`config.mk`:
```
export PLATFORM = sky130hd
export DESIGN_NAME = dma_page_engine
export DESIGN_NICKNAME = d
export VERILOG_FILES = /design/src/rtl/dma_page_pkg.sv /design/src/rtl/dma_prio_pick.sv /design/src/rtl/dma_chan_bank.sv /design/src/rtl/dma_seq_fsm.sv /design/src/rtl/dma_page_engine.sv
export SDC_FILE = /design/constraint.sdc
export NUM_CORES = 1
export LEC_CHECK = 0
export ABC_AREA = 1
export BUFFER_PORTS_ARGS = -buffer_cell sky130_fd_sc_hd__buf_2
export CAP_MARGIN = 20
export CORE_UTILIZATION = 61
export DETAILED_ROUTE_END_ITERATION = 10
export PLACE_DENSITY = 0.84
export SLEW_MARGIN = 40
export SYNTH_ARGS = -nofsm -noshare
export SYNTH_HDL_FRONTEND = slang
export SYNTH_SLANG_ARGS = --single-unit
```
`constraint.sdc`:
```
create_clock -name clk -period 2.25 [get_ports clk]
set_input_delay 0 -clock clk [delete_from_list [all_inputs] [get_ports clk]]
set_output_delay 0 -clock clk [all_outputs]
set_load 0.01 [all_outputs]
```
`src/rtl/dma_page_pkg.sv`:
```
// Shared types for the paged DMA engine.
// Assumes: two-bit transfer kind codes as listed in the brief.
package dma_page_pkg;

    typedef enum logic [1:0] {
        XK_VERIFY   = 2'b00,
        XK_TO_MEM   = 2'b01,
        XK_FROM_MEM = 2'b10,
        XK_CASCADE  = 2'b11
    } xfer_kind_e;

    typedef enum logic [1:0] {
        SQ_IDLE = 2'b00,
        SQ_REQ  = 2'b01,
        SQ_XFER = 2'b10,
        SQ_CASC = 2'b11
    } seq_state_e;

endpackage

```
`src/rtl/dma_prio_pick.sv`:
```
// Fixed-priority picker: the lowest set request bit wins.
// Assumes: NCH >= 1; outputs are purely combinational.
module dma_prio_pick #(
    parameter int NCH = 4,
    localparam int CW = (NCH > 1) ? $clog2(NCH) : 1
) (
    input  logic [NCH-1:0] req,
    output logic           any,
    output logic [CW-1:0]  idx
);

    // Scan from the top down so the lowest index is written last.
    always_comb begin
        any = 1'b0;
        idx = '0;
        for (int i = NCH - 1; i >= 0; i--) begin
            if (req[i]) begin
                any = 1'b1;
                idx = CW'(i);
            end
        end
    end

endmodule

```
`src/rtl/dma_chan_bank.sv`:
```
// Per-channel state: page, current address, remaining count, kind,
// mask bit and done flag. It forms each channel's physical address.
// Assumes: step fires at most once per cycle and only on the served
// channel; the page is never incremented.
module dma_chan_bank
    import dma_page_pkg::*;
#(
    parameter int             NCH      = 4,
    parameter int             PAGE_W   = 8,
    parameter int             OFS_W    = 16,
    parameter logic [NCH-1:0] WORD_MAP = 4'b1100,
    localparam int CW     = (NCH > 1) ? $clog2(NCH) : 1,
    localparam int PHYS_W = PAGE_W + OFS_W
) (
    input  logic                  clk,
    input  logic                  rst_n,
    input  logic                  ld_valid,
    input  logic [CW-1:0]         ld_chan,
    input  logic [PAGE_W-1:0]     ld_page,
    input  logic [OFS_W-1:0]      ld_addr,
    input  logic [OFS_W-1:0]      ld_count,
    input  logic [1:0]            ld_kind,
    input  logic                  mask_wr,
    input  logic [NCH-1:0]        mask_wdata,
    input  logic                  step,
    input  logic [CW-1:0]         step_chan,
    output logic [NCH-1:0]        mask_q,
    output logic [NCH-1:0]        tc_q,
    output logic [NCH-1:0]        last_q,
    output logic [NCH*2-1:0]      kind_flat,
    output logic [NCH*PHYS_W-1:0] phys_flat
);

    for (genvar i = 0; i < NCH; i++) begin : g_ch
        logic [PAGE_W-1:0] page_r;
        logic [OFS_W-1:0]  addr_r;
        logic [OFS_W-1:0]  cnt_r;
        logic [1:0]        kind_r;
        logic              mask_r;
        logic              tc_r;
        logic              ld_hit;
        logic              st_hit;
        logic              at_end;

        assign ld_hit = ld_valid && (ld_chan == CW'(i));
        assign st_hit = step && (step_chan == CW'(i));
        assign at_end = (cnt_r == '0);

        // Load the channel settings, or advance address and count after a transfer.
        always_ff @(posedge clk) begin
            if (!rst_n) begin
                page_r <= '0;
                addr_r <= '0;
                cnt_r  <= '0;
                kind_r <= XK_VERIFY;
            end else if (ld_hit) begin
                page_r <= ld_page;
                addr_r <= ld_addr;
                cnt_r  <= ld_count;
                kind_r <= ld_kind;
            end else if (st_hit) begin
                addr_r <= addr_r + 1'b1;
                cnt_r  <= cnt_r - 1'b1;
            end
        end

        // Mask bit: starts set, written by software, set again at terminal count.
        always_ff @(posedge clk) begin
            if (!rst_n) begin
                mask_r <= 1'b1;
            end else if (st_hit && at_end) begin
                mask_r <= 1'b1;
            end else if (mask_wr) begin
                mask_r <= mask_wdata[i];
            end
        end

        // Done flag: set at terminal count, cleared when the channel is reloaded.
        always_ff @(posedge clk) begin
            if (!rst_n) begin
                tc_r <= 1'b0;
            end else if (ld_hit) begin
                tc_r <= 1'b0;
            end else if (st_hit && at_end) begin
                tc_r <= 1'b1;
            end
        end

        if (WORD_MAP[i]) begin : g_word
            assign phys_flat[i*PHYS_W +: PHYS_W] = {page_r[PAGE_W-1:1], addr_r, 1'b0};
        end else begin : g_byte
            assign phys_flat[i*PHYS_W +: PHYS_W] = {page_r, addr_r};
        end

        assign mask_q[i]         = mask_r;
        assign tc_q[i]           = tc_r;
        assign last_q[i]         = at_end;
        assign kind_flat[i*2 +: 2] = kind_r;
    end

endmodule

```
`src/rtl/dma_seq_fsm.sv`:
```
// Transfer sequencer: latches the picked channel, asks for the bus,
// performs one transfer per grant, or passes a cascade channel through.
// Assumes: the picker's result is valid in the idle state; the mask
// can change at any time and aborts a pending service.
module dma_seq_fsm
    import dma_page_pkg::*;
#(
    parameter int NCH = 4,
    localparam int CW = (NCH > 1) ? $clog2(NCH) : 1
) (
    input  logic             clk,
    input  logic             rst_n,
    input  logic             pick_any,
    input  logic [CW-1:0]    pick_idx,
    input  logic [NCH*2-1:0] kind_flat,
    input  logic [NCH-1:0]   mask_q,
    input  logic [NCH-1:0]   dreq,
    input  logic             hold_ack,
    output logic             hold_req,
    output logic [NCH-1:0]   dack,
    output logic             xfer_now,
    output logic [CW-1:0]    sel_chan
);

    seq_state_e    state_q, state_d;
    logic [CW-1:0] sel_q, sel_d;
    logic [1:0]    pick_kind;
    logic          sel_masked;
    logic          sel_dreq;
    logic          casc_ack;
    logic [NCH-1:0] sel_onehot;

    assign pick_kind  = kind_flat[pick_idx*2 +: 2];
    assign sel_masked = mask_q[sel_q];
    assign sel_dreq   = dreq[sel_q];

    // Next-state choice for the service sequence.
    always_comb begin
        state_d = state_q;
        sel_d   = sel_q;
        case (state_q)
            SQ_IDLE: begin
                if (pick_any) begin
                    sel_d   = pick_idx;
                    state_d = (pick_kind == XK_CASCADE) ? SQ_CASC : SQ_REQ;
                end
            end
            SQ_REQ: begin
                if (sel_masked)    state_d = SQ_IDLE;
                else if (hold_ack) state_d = SQ_XFER;
            end
            SQ_XFER: begin
                if (sel_masked)    state_d = SQ_IDLE;
                else if (hold_ack) state_d = SQ_IDLE;
                else               state_d = SQ_REQ;
            end
            SQ_CASC: begin
                if (sel_masked || !sel_dreq) state_d = SQ_IDLE;
            end
            default: state_d = SQ_IDLE;
        endcase
    end

    // State and selected-channel registers.
    always_ff @(posedge clk) begin
        if (!rst_n) begin
            state_q <= SQ_IDLE;
            sel_q   <= '0;
        end else begin
            state_q <= state_d;
            sel_q   <= sel_d;
        end
    end

    // One-hot decode of the selected channel.
    always_comb begin
        sel_onehot        = '0;
        sel_onehot[sel_q] = 1'b1;
    end

    assign xfer_now = (state_q == SQ_XFER) && hold_ack && !sel_masked;
    assign casc_ack = (state_q == SQ_CASC) && hold_ack && sel_dreq && !sel_masked;

    assign hold_req = (((state_q == SQ_REQ) || (state_q == SQ_XFER)) && !sel_masked) ||
                      ((state_q == SQ_CASC) && sel_dreq && !sel_masked);
    assign dack     = (xfer_now || casc_ack) ? sel_onehot : '0;
    assign sel_chan = sel_q;

endmodule

```
`src/rtl/dma_page_engine.sv`:
```
// Top of the paged DMA address and count engine. It joins the channel
// bank, the priority picker and the sequencer, and drives the
// per-transfer address, direction and terminal-count outputs.
// Assumes: single mode, incrementing addresses, no auto-init.
module dma_page_engine
    import dma_page_pkg::*;
#(
    parameter int             NCH      = 4,
    parameter int             PAGE_W   = 8,
    parameter int             OFS_W    = 16,
    parameter logic [NCH-1:0] WORD_MAP = 4'b1100,
    localparam int CW     = (NCH > 1) ? $clog2(NCH) : 1,
    localparam int PHYS_W = PAGE_W + OFS_W
) (
    input  logic              clk,
    input  logic              rst_n,
    input  logic              ld_valid,
    input  logic [CW-1:0]     ld_chan,
    input  logic [PAGE_W-1:0] ld_page,
    input  logic [OFS_W-1:0]  ld_addr,
    input  logic [OFS_W-1:0]  ld_count,
    input  logic [1:0]        ld_kind,
    input  logic              mask_wr,
    input  logic [NCH-1:0]    mask_wdata,
    input  logic [NCH-1:0]    dreq,
    input  logic              hold_ack,
    output logic              hold_req,
    output logic [NCH-1:0]    dack,
    output logic              addr_valid,
    output logic [PHYS_W-1:0] phys_addr,
    output logic              mem_write,
    output logic              tc_pulse,
    output logic [NCH-1:0]    tc_status,
    output logic [NCH-1:0]    mask_q
);

    logic [NCH-1:0]        last_q;
    logic [NCH*2-1:0]      kind_flat;
    logic [NCH*PHYS_W-1:0] phys_flat;
    logic                  pick_any;
    logic [CW-1:0]         pick_idx;
    logic                  xfer_now;
    logic [CW-1:0]         sel_chan;
    logic [NCH-1:0]        eligible;
    logic [1:0]            sel_kind;

    assign eligible = dreq & ~mask_q;

    dma_chan_bank #(
        .NCH(NCH), .PAGE_W(PAGE_W), .OFS_W(OFS_W), .WORD_MAP(WORD_MAP)
    ) u_bank (
        .clk(clk), .rst_n(rst_n),
        .ld_valid(ld_valid), .ld_chan(ld_chan), .ld_page(ld_page),
        .ld_addr(ld_addr), .ld_count(ld_count), .ld_kind(ld_kind),
        .mask_wr(mask_wr), .mask_wdata(mask_wdata),
        .step(xfer_now), .step_chan(sel_chan),
        .mask_q(mask_q), .tc_q(tc_status), .last_q(last_q),
        .kind_flat(kind_flat), .phys_flat(phys_flat)
    );

    dma_prio_pick #(.NCH(NCH)) u_pick (
        .req(eligible), .any(pick_any), .idx(pick_idx)
    );

    dma_seq_fsm #(.NCH(NCH)) u_seq (
        .clk(clk), .rst_n(rst_n),
        .pick_any(pick_any), .pick_idx(pick_idx),
        .kind_flat(kind_flat), .mask_q(mask_q),
        .dreq(dreq), .hold_ack(hold_ack),
        .hold_req(hold_req), .dack(dack),
        .xfer_now(xfer_now), .sel_chan(sel_chan)
    );

    assign sel_kind   = kind_flat[sel_chan*2 +: 2];
    assign addr_valid = xfer_now;
    assign phys_addr  = xfer_now ? phys_flat[sel_chan*PHYS_W +: PHYS_W] : '0;
    assign mem_write  = xfer_now && (sel_kind == XK_TO_MEM);
    assign tc_pulse   = xfer_now && last_q[sel_chan];

endmodule

```
# Word level (Yosys, flattened, before mapping)
# Cells that the tools add are included.
[totals]
regBits = 180
latchBits = 0
mem_bits_rw = 0
romBits = 0
inputBits = 57
output_inout_bits = 40
n_memories = 0
[classes]
n_addsub = 8
n_mul = 1
n_div = 0
n_lt_le_gt_ge = 2
n_eq_ne = 14
n_shift = 3
muxes = 42
bitwise = 3
reduce_logical = 50
[ops]
columns = ["cell", "count"]
rows = [
  ["$mux 16", 16],
  ["$shiftx 96x8->24", 1],
  ["$add 16x1->16 const B", 4],
  ["$logic_not 16->1", 4],
  ["$sub 16x1->16 const B", 4],
  ["$mux 24", 1],
  ["$logic_and 1x1->1", 23],
  ["$mux 2", 10],
  ["$reduce_or 2->1", 8],
  ["$shiftx 8x4->2", 2],
  ["$eq 2x2->1 const B", 7],
  ["$mux 1", 9],
  ["$eq 2x1->1 const B", 4],
  ["$pmux 2 s4", 1],
  ["$reduce_bool 2->1", 4],
  ["$bmux 1 s2", 3],
  ["$logic_not 2->1", 3],
  ["$and 4x4->4", 1],
  ["$logic_or 1x1->1", 4],
  ["$mul 2x2->4 const B", 1],
  ["$mux 4", 1],
  ["$not 4->4", 1],
  ["$lt 2x3->1 const B", 1],
  ["$ne 3x2->1 const B", 1],
  ["other kinds (8)", 9],
]

# Depth between registers and ports, before layout
[depth]
ltp_word = 11
mapped_depth = 14
ltp_nobuf = 11

# By module
# A second synthesis with hierarchy kept.
[unflattened]
hier_cells = 1952
area_unflattened_um2 = 11639.9
[modules_own_cells]
columns = ["mod", "n_inst", "cells_each", "area_each_um2"]
rows = [
  ["dma_chan_bank", 1, 1578, 9883.2],
  ["dma_page_engine", 1, 291, 1248.7],
  ["dma_seq_fsm", 1, 75, 471.7],
  ["dma_prio_pick", 1, 8, 36.3],
]

# Least setup slack after synthesis
# OpenSTA, ideal clock, no wires.
[synth_timing]
kind = "register to register"
from = "register u_seq.state_q[0]"
to = "register u_bank.g_ch[1].addr_r[12]"
setup_time_ns = 0.128
t_arrival_ns = 1.495
required_time_ns = 2.122
slack_ns = 0.627
stages_incl_launch_ff = 11
path_buffers = 1
period_less_slack_ns = 1.623
cell_sequence = "dfxtp_1 -> inv_1 -> ha_1 -> nand2_1 -> inv_1 -> nand3_2 -> nand2_2 -> buf_2 -> o21ai_0 -> nor2_1 -> nor2_1"
[synth_via]
elab_chain_len = 5
[synth_lines]
columns = ["element", "line", "text"]
rows = [
  ["start, declared", "dma_seq_fsm.sv:25", "seq_state_e state_q, state_d;"],
  ["start signal, assigned", "dma_seq_fsm.sv:70", "state_q <= state_d;"],
  ["$eq 2x2->1", "dma_seq_fsm.sv:81", "assign xfer_now = (state_q == SQ_XFER) && hold_ack && !sel_masked;"],
  ["$logic_and 1x1->1 (2 in a row)", "dma_seq_fsm.sv:81", ""],
  ["$logic_and 1x1->1", "dma_chan_bank.sv:46", "assign st_hit = step && (step_chan == CW'(i));"],
  ["$reduce_bool 2->1 (no source line)", "--", ""],
  ["end signal, assigned", "dma_chan_bank.sv:58", "addr_r <= ld_addr;"],
  ["end signal, assigned", "dma_chan_bank.sv:62", "addr_r <= addr_r + 1'b1;"],
  ["end, declared", "dma_chan_bank.sv:36", "logic [OFS_W-1:0] addr_r;"],
]
# Every way passes these cells.
# A chain may end at the register's enable or synchronous reset.

# Final worst setup path
[layout_timing]
from = "register u_seq.state_q[0]"
to = "output port phys_addr[23]"
[layout_via]
elab_chain_len = 4
[layout_lines]
columns = ["element", "line", "text"]
rows = [
  ["$eq 2x2->1", "dma_seq_fsm.sv:81", ""],
  ["$logic_and 1x1->1 (2 in a row)", "dma_seq_fsm.sv:81", ""],
  ["$mux 24", "dma_page_engine.sv:76", "assign phys_addr = xfer_now ? phys_flat[sel_chan*PHYS_W +: PHYS_W] : '0;"],
  ["end, declared", "dma_page_engine.sv:30", "output logic [PHYS_W-1:0] phys_addr,"],
]
# Every way passes these cells.

==> impl_metrics.xml <==
<?xml version="1.0" encoding="UTF-8"?>
<metrics>
  <group name="timing">
    <metric name="timing.clock.skew" unit="ps">8.70</metric>
    <metric name="final_max_slew_viol_count" unit="">0</metric>
    <metric name="maxSlewHeadroom" unit="%">50.2</metric>
    <metric name="finalSetupViolations" unit="">0</metric>
    <metric name="finalCritPeriodShare" unit="%">99.2</metric>
    <metric name="worst-slew-pin-transition" unit="ps">747</metric>
    <metric name="timing.setup.tns" unit="ps">0</metric>
    <metric name="whs" unit="ps">6.35</metric>
    <metric name="grt_setup_unrepaired" unit="">yes</metric>
    <metric name="max_freq" unit="MHz">448</metric>
    <metric name="report.final.hold_viol_count" unit="">0</metric>
    <metric name="post-route-min-period" unit="ps">2230</metric>
  </group>
  <group name="die">
    <metric name="fp.dieH" unit="um">138</metric>
    <metric name="floorplan_core_area" unit="um^2">18000</metric>
    <metric name="die_width" unit="um">138</metric>
    <metric name="die_footprint" unit="um^2">19100</metric>
    <metric name="floorplan.rows" unit="">49</metric>
    <metric name="io_count" unit="">97</metric>
    <metric name="start_util" unit="%">62.6</metric>
  </group>
  <group name="routing">
    <metric name="post_dr_wirelength_cell" unit="um">17.5</metric>
    <metric name="route.final.wire_length" unit="um">38100</metric>
    <metric name="detail_route.iter0.violations" unit="">1562</metric>
    <metric name="antenna_violating_nets_post_route" unit="">0</metric>
    <metric name="drc" unit="">0</metric>
    <metric name="via_count" unit="">12896</metric>
    <metric name="post_drt_via_cell_ratio" unit="">5.92</metric>
    <metric name="first_pass_iters" unit="">6</metric>
  </group>
  <group name="layout">
    <metric name="final_layout_size_suffix_gt1_share" unit="%">10.4</metric>
    <metric name="diodes" unit="">0</metric>
    <metric name="flow.area_growth_from_synthesis" unit="%">12.9</metric>
    <metric name="nets_final" unit="">2007</metric>
    <metric name="final_cell_count_no_fill" unit="">2179</metric>
    <metric name="num-fill-cells" unit="">1567</metric>
    <metric name="finish.utilization" unit="%">70.7</metric>
  </group>
  <group name="power">
    <metric name="p_leak" unit="uW">0.00542</metric>
    <metric name="power.total" unit="uW">8550</metric>
    <metric name="power_density_relative_to_cell_area" unit="nW/um^2">671</metric>
    <metric name="worst_ir_drop_vdd" unit="mV">0.638</metric>
  </group>
  <group name="worst_setup_path">
    <metric name="start_kind" unit="">flop</metric>
    <metric name="timing.critical_path.to_type" unit="">primary output</metric>
    <metric name="critical_path_class" unit="">reg -&gt; out</metric>
    <metric name="crit_required" unit="ps">2250</metric>
    <metric name="worst_ep_arrival_time" unit="ps">2230</metric>
    <metric name="timing.critical_path.fanout_max" unit="">24</metric>
  </group>
  <group name="synthesis">
    <metric name="synthArstFlopShare" unit="%">0</metric>
    <metric name="synth-compound-area-share" unit="%">15.9</metric>
    <metric name="synth-edff-count" unit="">0</metric>
    <metric name="yosysSeqAreaShare" unit="%">31.6</metric>
    <metric name="yosys.area_share.simple" unit="%">36.7</metric>
    <metric name="ys_ff_latch" unit="">178</metric>
    <metric name="ys_types" unit="">46</metric>
    <metric name="synthAdderAreaFrac" unit="%">1.44</metric>
    <metric name="ys_dominant_reg_cell" unit="">dfxtp_1</metric>
    <metric name="syn_avg_cell_area" unit="um^2">6.11</metric>
    <metric name="net_count_of_the_mapped_netlist" unit="">1919</metric>
    <metric name="synth.mux.area_fraction" unit="%">0</metric>
    <metric name="dominant_combinational_cell_family_by_area_after_synthesis" unit="">simple AND/OR/NAND/NOR gates</metric>
    <metric name="syn_area" unit="um^2">11300</metric>
    <metric name="synth_xor_xnor_area_share" unit="%">4.50</metric>
    <metric name="synthesis.instances" unit="">1849</metric>
    <metric name="yosysWarnings" unit="">0</metric>
  </group>
  <group name="place">
    <metric name="gp_congestion" unit="">0.986</metric>
    <metric name="dp_hpwl" unit="um">26400</metric>
    <metric name="placedCellCount" unit="">2121</metric>
    <metric name="count_of_input_and_output_buffers" unit="">96</metric>
  </group>
  <group name="global_routing">
    <metric name="grt_overflow_total" unit="">0</metric>
    <metric name="antenna_found_initial" unit="">0</metric>
    <metric name="first_global_vias" unit="">11711</metric>
    <metric name="wire_length_of_the_first_global_routing_pass" unit="um">59800</metric>
    <metric name="groute.usage.overall" unit="%">39.1</metric>
    <metric name="grt_max_degree" unit="">68</metric>
  </group>
  <group name="clocking">
    <metric name="clkLatencyLatePin" unit="ps">440</metric>
    <metric name="tritoncts_num_sinks" unit="">178</metric>
    <metric name="ctsLongestPathBuffers" unit="">2</metric>
    <metric name="cts.clk_slew.worst_paths" unit="ps">70</metric>
    <metric name="cts_root_buffer" unit="">clkbuf_16</metric>
    <metric name="post_cts_buffers" unit="">0</metric>
    <metric name="cts_tree" unit="">done</metric>
    <metric name="clock_tree.htree_level_count" unit="">4</metric>
    <metric name="cts_inserted_buffers" unit="">17</metric>
  </group>
  <group name="run_status">
    <metric name="result_of_the_run" unit="">finished clean</metric>
  </group>
  <group name="hold_path">
    <metric name="hold_class" unit="">in -&gt; reg</metric>
  </group>
  <group name="job">
    <metric name="cap_violations" unit="">0</metric>
  </group>
</metrics>
==> per-layer routing <==
metal | wire length, um | vias to the layer above | track usage, %
li1 | - | 6113 | -
met1 | 15000 | 5828 | 51.5
met2 | 16600 | 793 | 60.5
met3 | 4180 | 162 | 6.41
met4 | 2260 | 0 | 23.1
met5 | 0 | - | 0
==> layout by cell type, fill, tap and decap left out, drive strengths merged, types with 6 or more instances in the layout <==
cell type,instances
nand2,456
nor2,383
inv,189
dfxtp,178
a21oi,136
o21ai,134
buf,124
nand3,99
xor2,52
nand4,26
dlygate4sd3,26
nor3,24
a22oi,23
a31oi,21
clkbuf,19
ha,13
nand3b,9
xnor2,6
==> registers in the layout (all words and copies together), names as in the netlist <==
| signal | count |
|---|---|
| u_bank.g_ch.mask_r | 4 |
| u_bank.g_ch.cnt_r | 64 |
| u_seq.sel_chan | 2 |
| u_bank.g_ch.page_r | 30 |
| u_bank.g_ch.tc_r | 4 |
| u_bank.g_ch.addr_r | 64 |
| u_seq.state_q | 2 |
| u_bank.g_ch.kind_r | 8 |
==> per-stage QoR <==
stage	cell area [um^2]	setup WS, ps
floorplan	11300	627
global placement	11900	248
detailed placement	11900	202
CTS	12700	17.2
global route	12700	-21.2
finish	12700	17.4
==> synth_stat cells, types with 23 or more instances <==
cell type / n / area, um^2
nand4_1: 26 / 163
inv_1: 171 / 642
a21oi_1: 132 / 661
nand3_1: 94 / 470
o21ai_0: 131 / 656
nand2_1: 451 / 1690
clkbuf_1: 51 / 191
a22oi_1: 23 / 173
nor3_1: 23 / 115
dfxtp_1: 178 / 3560
xor2_1: 52 / 455
nor2_1: 377 / 1420
==> critical path: stages, from the launching register on <==
cell,delay (ps)
dfxtp_1,340
inv_1,130
ha_1,190
nand2_1,90
inv_2,170
nand2_1,100
buf_4,240
a31oi_1,320
buf_2,200
==> cell families after synthesis <==
group | count (synthesis)
flops | 178
xor+xnor | 58
buf+inv | 266
simple gates | 1004
compound gates | 330
fa+ha+maj | 13
==> layout make-up <==
cell class                 count  area, um^2  area share (%)
clock buffer                  19         453            3.55
clock inverter                13         124           0.972
inverter                     185         697            5.47
multi-input combinational   1405        6660            52.2
sequential                   178        3570            28.0
tap                          229         287            2.25
timing repair buffer         150         963            7.56
==> path summary, 6_finish.rpt <==
path | from | to | slack [ps] | cells past startpoint
worst min register to register | u_bank.g_ch[2].tc_r | u_bank.g_ch[2].tc_r | 450 | 2
worst max register to register | u_seq.state_q[0] | u_bank.g_ch[1].mask_r | 110 | 9
worst min-delay path | mask_wr | u_bank.g_ch[2].mask_r | 6 | 4
worst max-delay path | u_seq.state_q[0] | phys_addr[23] | 20 | 8
==> where the power goes <==
part           internal [uW]  leakage, uW  switching [uW]
Sequential              3310      0.00145             179
Clock                   1600     0.000278            1370
Combinational            690      0.00369            1390
Total                   5610      0.00542            2950
==> what timing repair did <==
item | 4_1_cts | 5_1_grt
gates resized for setup | 5 | 8
endpoints found under the hold margin | 50 | 0
hold buffers | 26 | 0
setup endpoints to repair | 19 | 17
Power figures use the tool's default switching activity.
